File: config.mk
export PLATFORM = sky130hd
export DESIGN_NAME = gpio_bank_irq
export DESIGN_NICKNAME = d
export VERILOG_FILES = /design/src/rtl/gpb_pkg.sv /design/src/rtl/gpb_sync.sv /design/src/rtl/gpb_trigger.sv /design/src/rtl/gpb_regs.sv /design/src/rtl/gpio_bank_irq.sv
export SDC_FILE = /design/constraint.sdc
export NUM_CORES = 1
export LEC_CHECK = 0
export ABC_AREA = 0
export BUFFER_PORTS_ARGS = -buffer_cell sky130_fd_sc_hd__buf_2
export CAP_MARGIN = 5
export CORE_MARGIN = 5
export CORE_UTILIZATION = 55
export DETAILED_ROUTE_END_ITERATION = 8
export PLACE_DENSITY = 0.75
export SYNTH_ARGS = -nofsm -noshare
export SYNTH_HDL_FRONTEND = slang
export SYNTH_HIERARCHICAL = 1
export SYNTH_SLANG_ARGS = --single-unit
File: constraint.sdc
create_clock -name clk -period 3 [get_ports clk]
set_clock_uncertainty 0.1 [all_clocks]
set_input_delay 0.6 -clock clk [delete_from_list [all_inputs] [get_ports clk]]
set_output_delay 0.6 -clock clk [all_outputs]
set_load 0.02 [all_outputs]
File: src/rtl/gpb_pkg.sv
package gpb_pkg;
    localparam int ADDR_W = 4;

    typedef enum logic [ADDR_W-1:0] {
        RA_DIR   = 4'd0,
        RA_OUT   = 4'd1,
        RA_ALT   = 4'd2,
        RA_PINS  = 4'd3,
        RA_MASK  = 4'd4,
        RA_TRIG  = 4'd5,
        RA_EDGE  = 4'd6,
        RA_LEVEL = 4'd7,
        RA_PEND  = 4'd8
    } reg_addr_e;
endpackage

File: src/rtl/gpb_sync.sv
module gpb_sync #(
    parameter int WIDTH  = 16,
    parameter int STAGES = 2
) (
    input  logic             clk,
    input  logic             rst_n,
    input  logic [WIDTH-1:0] async_i,
    output logic [WIDTH-1:0] sync_o
);
    logic [WIDTH-1:0] stage_q [STAGES];

    generate
        for (genvar k = 0; k < STAGES; k++) begin : g_stage
            always_ff @(posedge clk or negedge rst_n) begin
                if (!rst_n) begin
                    stage_q[k] <= '0;
                end else begin
                    stage_q[k] <= (k == 0) ? async_i : stage_q[(k == 0) ? 0 : k-1];
                end
            end
        end
    endgenerate

    assign sync_o = stage_q[STAGES-1];
endmodule

File: src/rtl/gpb_trigger.sv
module gpb_trigger #(
    parameter int WIDTH = 16
) (
    input  logic             clk,
    input  logic             rst_n,
    input  logic [WIDTH-1:0] level_i,
    input  logic [WIDTH-1:0] edge_mode_i,
    input  logic [WIDTH-1:0] rise_sel_i,
    input  logic [WIDTH-1:0] high_sel_i,
    output logic [WIDTH-1:0] hit_o
);
    logic [WIDTH-1:0] prev_q;

    always_ff @(posedge clk or negedge rst_n) begin
        if (!rst_n) prev_q <= '0;
        else        prev_q <= level_i;
    end

    generate
        for (genvar i = 0; i < WIDTH; i++) begin : g_pin
            logic rise, fall;
            assign rise = level_i[i] & ~prev_q[i];
            assign fall = ~level_i[i] & prev_q[i];
            always_comb begin
                unique case (edge_mode_i[i])
                    1'b1:    hit_o[i] = rise_sel_i[i] ? rise : fall;
                    default: hit_o[i] = high_sel_i[i] ? level_i[i] : ~level_i[i];
                endcase
            end
        end
    endgenerate

    // an edge-mode hit requires the synchronized level to differ from the last cycle
    p_edge_change_r5: assert property (@(posedge clk) disable iff (!rst_n)
        (|(hit_o & edge_mode_i)) |=> ((($past(hit_o) & $past(edge_mode_i)) & ~($past(level_i) ^ $past(prev_q))) == '0));
endmodule

File: src/rtl/gpb_regs.sv
module gpb_regs
    import gpb_pkg::*;
#(
    parameter int WIDTH = 16
) (
    input  logic              clk,
    input  logic              rst_n,
    input  logic [ADDR_W-1:0] addr_i,
    input  logic              we_i,
    input  logic [WIDTH-1:0]  wdata_i,
    output logic [WIDTH-1:0]  rdata_o,
    input  logic [WIDTH-1:0]  pins_sync_i,
    input  logic [WIDTH-1:0]  hit_i,
    output logic [WIDTH-1:0]  dir_o,
    output logic [WIDTH-1:0]  out_o,
    output logic [WIDTH-1:0]  alt_o,
    output logic [WIDTH-1:0]  mask_o,
    output logic [WIDTH-1:0]  edge_mode_o,
    output logic [WIDTH-1:0]  rise_sel_o,
    output logic [WIDTH-1:0]  high_sel_o,
    output logic [WIDTH-1:0]  pend_o
);
    logic clear_req;
    logic [WIDTH-1:0] pend_keep;

    assign clear_req = we_i && (addr_i == RA_PEND) && (wdata_i == '0);
    assign pend_keep = clear_req ? '0 : pend_o;

    always_ff @(posedge clk or negedge rst_n) begin
        if (!rst_n) begin
            dir_o       <= '0;
            out_o       <= '0;
            alt_o       <= '0;
            mask_o      <= '1;
            edge_mode_o <= '0;
            rise_sel_o  <= '0;
            high_sel_o  <= '0;
        end else if (we_i) begin
            unique case (addr_i)
                RA_DIR:   dir_o       <= wdata_i;
                RA_OUT:   out_o       <= wdata_i;
                RA_ALT:   alt_o       <= wdata_i;
                RA_MASK:  mask_o      <= wdata_i;
                RA_TRIG:  edge_mode_o <= wdata_i;
                RA_EDGE:  rise_sel_o  <= wdata_i;
                RA_LEVEL: high_sel_o  <= wdata_i;
                default:  ;
            endcase
        end
    end

    always_ff @(posedge clk or negedge rst_n) begin
        if (!rst_n) pend_o <= '0;
        else        pend_o <= pend_keep | hit_i;
    end

    always_comb begin
        unique case (addr_i)
            RA_DIR:   rdata_o = dir_o;
            RA_OUT:   rdata_o = out_o;
            RA_ALT:   rdata_o = alt_o;
            RA_PINS:  rdata_o = pins_sync_i;
            RA_MASK:  rdata_o = mask_o;
            RA_TRIG:  rdata_o = edge_mode_o;
            RA_EDGE:  rdata_o = rise_sel_o;
            RA_LEVEL: rdata_o = high_sel_o;
            RA_PEND:  rdata_o = pend_o;
            default:  rdata_o = '0;
        endcase
    end

    // a write to the direction offset is visible on the next cycle
    p_dir_write_r1: assert property (@(posedge clk) disable iff (!rst_n)
        (we_i && addr_i == RA_DIR) |=> (dir_o == $past(wdata_i)));

    // a zero write with no concurrent event leaves nothing pending
    p_clear_r7: assert property (@(posedge clk) disable iff (!rst_n)
        (clear_req && hit_i == '0) |=> (pend_o == '0));

    // without a clearing write, pending bits never drop, regardless of mask
    p_sticky_r9: assert property (@(posedge clk) disable iff (!rst_n)
        !clear_req |=> ((pend_o & $past(pend_o)) == $past(pend_o)));

    // an event always lands in pending, even during a clear
    p_hit_sets_r8: assert property (@(posedge clk) disable iff (!rst_n)
        (|hit_i) |=> ((pend_o & $past(hit_i)) == $past(hit_i)));
endmodule

File: src/rtl/gpio_bank_irq.sv
module gpio_bank_irq
    import gpb_pkg::*;
#(
    parameter int N_PINS = 16
) (
    input  logic              clk,
    input  logic              rst_n,
    input  logic [ADDR_W-1:0] bus_addr,
    input  logic              bus_we,
    input  logic [N_PINS-1:0] bus_wdata,
    output logic [N_PINS-1:0] bus_rdata,
    input  logic [N_PINS-1:0] pin_i,
    output logic [N_PINS-1:0] pin_o,
    output logic [N_PINS-1:0] pin_oe_o,
    output logic [N_PINS-1:0] alt_sel_o,
    output logic              irq_o
);
    logic [N_PINS-1:0] pins_sync, hit, mask, edge_mode, rise_sel, high_sel, pend;

    gpb_sync #(.WIDTH(N_PINS), .STAGES(2)) u_sync (
        .clk(clk), .rst_n(rst_n), .async_i(pin_i), .sync_o(pins_sync)
    );

    gpb_trigger #(.WIDTH(N_PINS)) u_trig (
        .clk(clk), .rst_n(rst_n), .level_i(pins_sync),
        .edge_mode_i(edge_mode), .rise_sel_i(rise_sel), .high_sel_i(high_sel),
        .hit_o(hit)
    );

    gpb_regs #(.WIDTH(N_PINS)) u_regs (
        .clk(clk), .rst_n(rst_n), .addr_i(bus_addr), .we_i(bus_we),
        .wdata_i(bus_wdata), .rdata_o(bus_rdata), .pins_sync_i(pins_sync),
        .hit_i(hit), .dir_o(pin_oe_o), .out_o(pin_o), .alt_o(alt_sel_o),
        .mask_o(mask), .edge_mode_o(edge_mode), .rise_sel_o(rise_sel),
        .high_sel_o(high_sel), .pend_o(pend)
    );

    assign irq_o = |(pend & ~mask);

    // an unmasked pending bit held for two cycles keeps the line asserted
    p_irq_hold_r4: assert property (@(posedge clk) disable iff (!rst_n)
        (|(pend & ~mask) && !bus_we) |=> irq_o);
endmodule

==> results.toml, run 1 <==
[synth]
synth_edf_count = 0
avgSynthCellArea_um2 = 13.4
yosysWarnings = 6
syn_inst = 601
synth.distinct_cells = 49
synth.cell_area_mm2 = 0.00805
syn_nets = 640
seq_area_frac_synth = 0.550
ys_ff_latch = 176
async_flop_share = 1.00
synth-main-ff-cell = "dfrtp_1"

[power_and_ir_drop]
vdd_drop_max_mv = 0.499
p_per_area_mw_per_mm2 = 717
leakagePower_uw = 0.00411

[setup_path]
start_kind = "input pin"
end_kind = "primary output"
critical_path_class = "in2out"
cp.arrival_ns = 2.25
worstPathMaxFanout = 14
worstPathRequired_ns = 2.30
r2r_slack_ns = 1.90

[clock_network]
numCtsBuffers = 17
htreeDepth = 4
hold_buffers = 0
cts_tree = "built"
clk_latency_ns = 0.43
cts_buffer_depth = 2
clkSlewWorstSetupHoldPaths_ns = 0.07
cts_root_buf = "clkbuf_16"
cts.sinks = 176

[timing]
clock.fmax_ghz = 0.339
min_period_ns = 2.95
setup_viol = 0
worst_slew_pin_slew_ns = 0.742
rsz0062_at_grt = "false"
hold_violations = 0
maxSlewViolCount = 0
relSlewSlack = 0.505
finalSetupTns_ns = 0
post-route-period-util = 0.984

[worst_hold_path]
hp-class = "in2async"

[routing]
viasPerCell = 6.21
dr.pass1.iters = 5
drt_iter0_drc = 401
drc_errors = 0
final_antenna_net_count = 0
num_vias = 5572
drt_wl_total_um = 20300
post_drt_wl_per_cell_um = 22.6

[grt]
grt-ovfl-total = 0
grt_max_degree = 69
grt_pass1_wl_um = 31800
antenna_found_initial = 0
grt_usage = 0.247
grt_pass1_vias = 5840

[layout]
nNetsFinal = 740
fillers = 1072
fin_util = 0.643
final_cell_area_mm2 = 0.00928
multi_input_area_mm2 = 0.00334
area_delta_synth_final_pct = 15.3
final_cells = 897
diodes = 0
final_layout_size_suffix_gt1_frac = 0.418
regArea_mm2 = 0.00442

[placed_design]
gp_congestion = 0.859
dpl_cell_area_mm2 = 0.00870
hpwl_um = 13400
dp_cells = 866
io_buffer_count = 103

[die]
start_util = 0.558
core_area_mm2 = 0.0144
io_pins = 104
fp.dieH_um = 131
num_rows = 44
die_x_um = 131
die_area_mm2 = 0.0171

[job]
max_cap_viol_count = 0

[run_status]
status = "finished clean"
-- cells in the final DEF (no fill, tap or decap), types with 6 or more instances in the layout --
cell       count
dfrtp_1      160
mux2_2       105
buf_2        102
nand3b_1      32
a22o_1        21
nand2b_1      20
buf_4         19
a221oi_1      18
clkbuf_16     17
a21o_1        16
dfstp_2       16
o21ba_1       16
a32oi_1       16
nand2_1       14
nand3_1       12
mux2_1        12
mux2i_1       11
nor2b_1       10
a21oi_1        9
a31oi_1        9
inv_6          6
o21ai_0        6
-- kinds of logic after synthesis --
| group | after synthesis | share of synthesized area |
|---|---|---|
| mux | 128 | 0.177 |
| compound gates | 127 | 0.131 |
| flops | 176 | 0.550 |
| buf+inv | 47 | 0.0351 |
| simple gates | 123 | 0.106 |
-- worst max-delay path, cell delays in order --
cell,delay (ns)
buf_2,0.10
buf_4,0.19
and4bb_2,0.40
a22o_1,0.28
a221oi_1,0.28
nand3_1,0.18
buf_2,0.20
-- path summary, 6_finish.rpt --
kind	start	to	depth (start not counted)
hold reg to reg	u_sync/stage_q[19]	u_sync/sync_o[3]	0
min in group clk	pin_i[15]	u_sync/stage_q[31]	1
setup reg to reg	u_sync/sync_o[4]	u_regs/pend_o[4]	3
hold / removal	rst_n	u_regs/dir_o[4]	1
max in group asynchronous	rst_n	u_regs/mask_o[3]	2
setup / recovery	bus_addr[2]	bus_rdata[5]	7
-- registers in the layout, indices dropped and copies added, names as in the netlist --
signal and cells:
u_regs/high_sel_o 16, u_regs/alt_o 16, u_regs/pend_o 16, u_regs/mask_o 16, u_sync/sync_o 16, u_regs/out_o 16
u_regs/dir_o 16, u_trig/prev_q 16, u_sync/stage_q 16, u_regs/edge_mode_o 16, u_regs/rise_sel_o 16
-- cells in the mapped netlist, types with 6 or more instances --
master	count	area, um^2
a32oi_1	16	140
nand2_1	14	52.6
dfstp_2	16	420
o21ba_1	16	160
mux2_1	12	135
a21o_1	16	120
mux2_2	105	1180
a21oi_1	9	45.0
mux2i_1	11	110
a31oi_1	9	56.3
nand3b_1	32	240
a22o_1	21	184
nor2b_1	10	62.6
o21ai_0	6	30.0
buf_2	16	80.1
nand3_1	12	60.1
buf_4	17	128
nand2b_1	20	125
a221oi_1	18	158
dfrtp_1	160	4000
-- timing repair --
item                                    4_1_cts  5_1_grt
buffers inserted                              0        0
endpoints found under the setup margin        0        9
resized for setup                             0        1
-- report_power, final --
part	switching (uW)	internal [uW]
registers	371	2800
clock network	945	1240
logic	682	617
total	2000	4650
-- metal layers --
layer,track usage,vias to the layer above,part of all wire
li1,-,2465,-
met1,0.323,2839,0.43
met2,0.393,211,0.48
met3,0.0630,57,0.060
met4,0.104,0,0.034
met5,0,-,0
-- final cells by class --
class / instances / share of cell area
Timing Repair Buffer: 123 / 0.0738
Clock inverter: 13 / 0.0162
Inverter: 5 / 0.00202
Clock buffer: 18 / 0.0463
Sequential cell: 176 / 0.477
Tap cell: 184 / 0.0248
Multi-Input combinational cell: 378 / 0.360
-- metrics by stage --
stage	hold slack, ns	worst slack [ns]	total power, uW
after global routing	0.112	0.0376	6950
after detailed placement	0.236	0.0167	4500
after global placement	0.232	0.00896	4430
after CTS	0.0795	0.0134	6690
final	0.0629	0.0481	6650
after floorplan	0.204	0.252	4000
Note: power is estimated with default switching activity, not from simulation.
==> run 2, diff against run 1 <==
--- a/config.mk
+++ b/config.mk
@@ -10,6 +10,7 @@
 export CAP_MARGIN = 5
 export CORE_MARGIN = 5
 export CORE_UTILIZATION = 55
+export CTS_BUF_LIST = sky130_fd_sc_hd__clkbuf_4
 export DETAILED_ROUTE_END_ITERATION = 8
 export PLACE_DENSITY = 0.75
 export SYNTH_ARGS = -nofsm -noshare
==> run 2 against run 1 <==
  * Cell count increased by 2.0%
  * Non-clock buffer count grew 17
  * Cell area fell by 1.3%
  * Count of clock-buffer cells in the layout unchanged
  * Power decreased by 12%
  * Largest power group unchanged
  * Highest routed layer unchanged
==> results.toml, run 2 (synthesis results as in run 1) <==
[die]
core_area_mm2 = 0.0144
fp.dieH_um = 131
io_pins = 104
start_util = 0.558
die_area_mm2 = 0.0171
num_rows = 44
die_x_um = 131

[routing]
dr.pass1.iters = 7
final_antenna_net_count = 0
drc_errors = 0
drt_iter0_drc = 383
num_vias = 5637
viasPerCell = 6.16
post_drt_wl_per_cell_um = 21.9
drt_wl_total_um = 20100

[timing]
finalSetupTns_ns = 0
worst_slew_pin_slew_ns = 0.706
hold-worst-slack_ns = 0.247
setup_viol = 0
post-route-period-util = 0.968
relSlewSlack = 0.529
maxSlewViolCount = 0
min_period_ns = 2.90
hold_violations = 0
clock.fmax_ghz = 0.344
rsz0062_at_grt = "false"

[clock_network]
numCtsBuffers = 17
cts_tree = "built"
clk_latency_ns = 0.57
post_cts_buffers = 0
htreeDepth = 4
cts_root_buf = "clkbuf_4"
cts_buffer_depth = 2
clkSlewWorstSetupHoldPaths_ns = 0.14
cts.sinks = 176

[worst_hold_path]
hp-class = "reg2reg"
worstHoldStart = "u_sync/stage_q[19]"

[run_status]
status = "finished clean"

[setup_path]
cp_top_family = "simple AND/OR/NAND/NOR gates"
end_kind = "primary output"
path_buf_inv = 3
critical_path_class = "in2out"
worstPathCellList = "buf_2 > buf_4 > and4bb_2 > a22o_1 > a221oi_1 > nand3_1 > buf_2"
worstSetupStartpoint = "bus_addr[2]"
worstPathRequired_ns = 2.30
r2r_start = "u_regs/edge_mode_o[3]"
start_kind = "input pin"
crit_top_cell = "buf_2"
cp.arrival_ns = 2.20
worstPathMaxFanout = 14
max_stage_delay_ns = 0.40
slowest_stage = "and4bb_2"

[layout]
final_common_cell = "dfrtp_1"
layout_common_cells = "dfrtp_1, mux2_2, buf_2"
nNetsFinal = 757
fin_util = 0.635
final_layout_size_suffix_gt1_frac = 0.410
area_delta_synth_final_pct = 13.8

[power_and_ir_drop]
p_per_area_mw_per_mm2 = 636
p_int_uw = 3940
combPwrFrac = 0.225
power.switching_uw = 1890
p_sw_frac = 0.324
seq_power_share = 0.542
power.share.clock = 0.233
leakagePower_uw = 0.00405
vdd_drop_max_mv = 0.400

[grt]
grt_usage = 0.246
grt_pass1_vias = 5876
grt_max_degree = 69
grt-ovfl-total = 0
grt_pass1_wl_um = 31800
antenna_found_initial = 1

[job]
max_cap_viol_count = 0

[placed_design]
gp_congestion = 0.859
hpwl_um = 13400
io_buffer_count = 103
-- run 2: cell types whose count changed in the layout (fill, tap and decap cells not counted) --
cell           change
clkbuf_4          +18
dlygate4sd3_1     +17
clkbuf_1           -1
clkbuf_16         -17
diode_2            +1
-- run 2: final cells by class --
type	instances	area, um^2
diodes	1	2.50
clock buffers	18	135
clock inverters	13	150
fillers	1111	5270
inverters	5	18.8
multi-input cells	378	3340
flip-flops and latches	176	4420
well taps	184	230
repair buffers	140	855
-- run 2: worst register-to-register path, cell delays in order, from the launching register on --
cell,delay [ns]
dfrtp_1,0.46
o21ba_1,0.20
a32oi_1,0.21
a21o_1,0.11
-- run 2: what timing repair did --
item / in CTS / in global routing
endpoints found under the setup margin: 0 / 9
endpoints found under the hold margin: 74 / 0
hold buffers: 17 / 0
resized for setup: 0 / 1
-- run 2: per-layer routing --
metal  wire length (um)  vias to the layer above  GRT usage
met5                  0                        -          0
met4                555                        0      0.101
met3               1090                       42     0.0553
met2               9730                      193      0.394
met1               8690                     2903      0.327
li1                   -                     2499          -
-- run 2: worst paths after layout --
path	cells past startpoint	slack [ns]	to
min in group asynchronous	2	0.47	u_regs/dir_o[4]
max reg2reg	3	1.88	u_regs/pend_o[3]
max	7	0.1	bus_rdata[5]
min	0	0.25	u_sync/sync_o[3]
min reg2reg	0	0.25	u_sync/sync_o[3]
max in group asynchronous	3	1.53	u_sync/stage_q[24]
-- run 2: power by group through the flow --
| stage | registers, uW | logic, uW | clock network, uW |
|---|---|---|---|
| after floorplan | 3280 | 714 | 0 |
| after global placement | 3170 | 1260 | 0 |
| after detailed placement | 3200 | 1300 | 0 |
| after CTS | 3150 | 1320 | 1390 |
| after global routing | 3220 | 1420 | 1480 |
| final | 3160 | 1310 | 1360 |
-- run 2: through the flow --
step | cells | power, uW | setup slack (ns) | instance area, um^2
after global placement | 866 | 4430 | 0.00896 | 8700
after global routing | 915 | 6130 | 0.0418 | 9160
after detailed placement | 866 | 4500 | 0.0167 | 8700
after floorplan | 601 | 4000 | 0.252 | 8050
after CTS | 914 | 5870 | 0.0134 | 9150
final | 915 | 5830 | 0.0955 | 9160
==> run 3, diff against run 2 <==
--- a/config.mk
+++ b/config.mk
@@ -5,13 +5,15 @@
 export SDC_FILE = /design/constraint.sdc
 export NUM_CORES = 1
 export LEC_CHECK = 0
-export ABC_AREA = 0
+export ABC_AREA = 1
 export BUFFER_PORTS_ARGS = -buffer_cell sky130_fd_sc_hd__buf_2
 export CAP_MARGIN = 5
+export CORE_ASPECT_RATIO = 1.25
 export CORE_MARGIN = 5
 export CORE_UTILIZATION = 55
 export CTS_BUF_LIST = sky130_fd_sc_hd__clkbuf_4
 export DETAILED_ROUTE_END_ITERATION = 8
+export HOLD_SLACK_MARGIN = 0.03
 export PLACE_DENSITY = 0.75
 export SYNTH_ARGS = -nofsm -noshare
 export SYNTH_HDL_FRONTEND = slang
==> run 3 against run 2 <==
  * Combinational power fell by 8%
  * Cell count rose by 48%
  * Register-to-register slack barely moved
  * Non-clock buffer count rose by 1
  * Critical endpoint is now bus_rdata[11]
  * Largest cell class unchanged
==> results.toml, run 3 <==
[run_status]
status = "finished clean"

[routing]
viasPerCell = 5.47
num_vias = 7431
post_drt_wl_per_cell_um = 16.5
dr.pass1.iters = 6
final_antenna_net_count = 0
drt_wl_total_um = 22400
drc_errors = 0
drt_iter0_drc = 653

[timing]
setup_viol = 0
hold-worst-slack_ns = 0.267
clock.fmax_ghz = 0.388
hold_violations = 0
post-route-period-util = 0.859
min_period_ns = 2.58
worst_slew_pin_slew_ns = 0.593
relSlewSlack = 0.605
maxSlewViolCount = 0
finalSetupTns_ns = 0
rsz0062_at_grt = "false"

[synth]
yosys-top-cells-area = "dfrtp_1, nand2_1, nand3_1, dfstp_2, inv_1"
synth_top_family_by_area = "simple AND/OR/NAND/NOR gates"
synth.distinct_cells = 22
synth_common_cells = "nand2_1, nand3_1, dfrtp_1, inv_1, o21ai_0"
syn_nets = 1103
seq_area_frac_synth = 0.536
async_flop_share = 1.00
synth-main-ff-cell = "dfrtp_1"
synth_top_area_frac = 0.485
synth_edf_count = 0
ys_ff_latch = 176
synth_compound_area_frac = 0.0685
synth-xor-area-share = 0
synth.cell_area_mm2 = 0.00826
post-synth-top-count-cell = "nand2_1"
synth_adder_area_share = 0
syn_inst = 1064
synth_top_cell_by_area = "dfrtp_1"
yosysWarnings = 6
avgSynthCellArea_um2 = 7.76
synthMuxAreaShare = 0
synth-simple-area-share = 0.308

[clock_network]
htreeDepth = 4
cts_buffer_depth = 2
cts_tree = "built"
numCtsBuffers = 17
clkSlewWorstSetupHoldPaths_ns = 0.15
clk_latency_ns = 0.58
cts_root_buf = "clkbuf_4"
cts.sinks = 176

[worst_hold_path]
hp-class = "reg2reg"
worstHoldStart = "u_sync/stage_q[22]"

[setup_path]
worstSetupStartpoint = "bus_addr[3]"
cp.arrival_ns = 1.88
critical_path_class = "in2out"
end_kind = "primary output"
start_kind = "input pin"
worstPathRequired_ns = 2.30
r2r_start = "u_sync/sync_o[3]"
worstPathMaxFanout = 16

[layout]
layout_common_cells = "nand2_1, nand3_1, dfrtp_1"
final_common_cell = "nand2_1"
final_cell_area_mm2 = 0.00940
area_delta_synth_final_pct = 13.8
final_layout_size_suffix_gt1_frac = 0.158
fin_util = 0.631
nNetsFinal = 1201
fillers = 1368

[placed_design]
hpwl_um = 15200
io_buffer_count = 103
gp_congestion = 0.868
dpl_cell_area_mm2 = 0.00892

[grt]
antenna_found_initial = 1
grt-ovfl-total = 0
grt_pass1_wl_um = 36300
grt_pass1_vias = 7004
grt_usage = 0.261
grt_max_degree = 63

[power_and_ir_drop]
p_per_area_mw_per_mm2 = 607
leakagePower_uw = 0.00511
vdd_drop_max_mv = 0.459
total_power_uw = 5710

[job]
max_cap_viol_count = 0

[die]
fp.dieH_um = 147
core_area_mm2 = 0.0149
die_area_mm2 = 0.0176
num_rows = 50
io_pins = 104
start_util = 0.555
die_x_um = 120
-- run 3: cell types whose count changed after synthesis, sizes merged, moves of 18 or more --
cell / delta
nor2: +77
clkbuf: +19
mux2: -117
inv: +103
a221oi: -18
nand2b: -21
nand3: +156
nand2: +331
nand3b: -32
a22o: -21
o21ai: +106
-- run 3: power by group --
group / internal (uW) / leakage, uW / switching (uW)
combinational: 428 / 0.00286 / 767
clock: 538 / 0.000161 / 896
sequential: 2740 / 0.00209 / 333
-- run 3: area by class of cell --
class                      count  area (um^2)  share of cell area
sequential                   176         4420               0.471
clock buffer                  18          135              0.0144
antenna                        1         2.50            0.000266
clock inverter                14          170              0.0181
timing repair buffer         141          912              0.0970
inverter                     108          405              0.0431
tap                          182          228              0.0242
multi-input combinational    718         3120               0.332
-- run 3: logic make-up (layout without fill, tap and decap cells) --
kind of cell	after synthesis	in the layout
compound gates	113	113
buf+inv	170	281
flops	176	176
other cells	0	1
simple gates	605	605
-- run 3: worst max-delay path, cell delays in order --
cell     delay [ns]
buf_2          0.16
inv_2          0.09
nand2_1        0.10
nor2_4         0.43
nand2_1        0.09
nand2_1        0.08
nor2_1         0.05
nand3_1        0.09
buf_2          0.18
-- run 3: through the flow --
step	setup WS (ns)	std cells
2_1_floorplan	0.776	1064
3_3_place_gp	0.479	1308
3_5_place_dp	0.472	1308
4_1_cts	0.471	1357
5_1_grt	0.291	1358
6_report	0.424	1358
-- run 3: path summary, 6_finish.rpt --
kind	endpoint	slack [ns]	cells after the start
worst max-delay path	bus_rdata[11]	0.42	9
worst min-delay path	u_sync/sync_o[6]	0.27	0
worst max register to register	u_regs/pend_o[3]	1.88	7
worst min register to register	u_sync/sync_o[6]	0.27	0
max in group asynchronous	u_regs/mask_o[10]	1.47	3
min in group asynchronous	u_sync/sync_o[5]	0.45	2
-- run 3: layer usage --
layer	wire length, um	vias up	track usage
met5	0	-	0
met2	10900	332	0.429
met3	1720	29	0.0477
met1	9420	3513	0.361
li1	-	3557	-
met4	325	0	0.0722
-- run 3: repair_timing --
action | CTS | global route
gates resized for setup | 0 | 0
hold endpoints to repair | 69 | 0
hold buffers | 17 | 0
setup buffers | 0 | 0
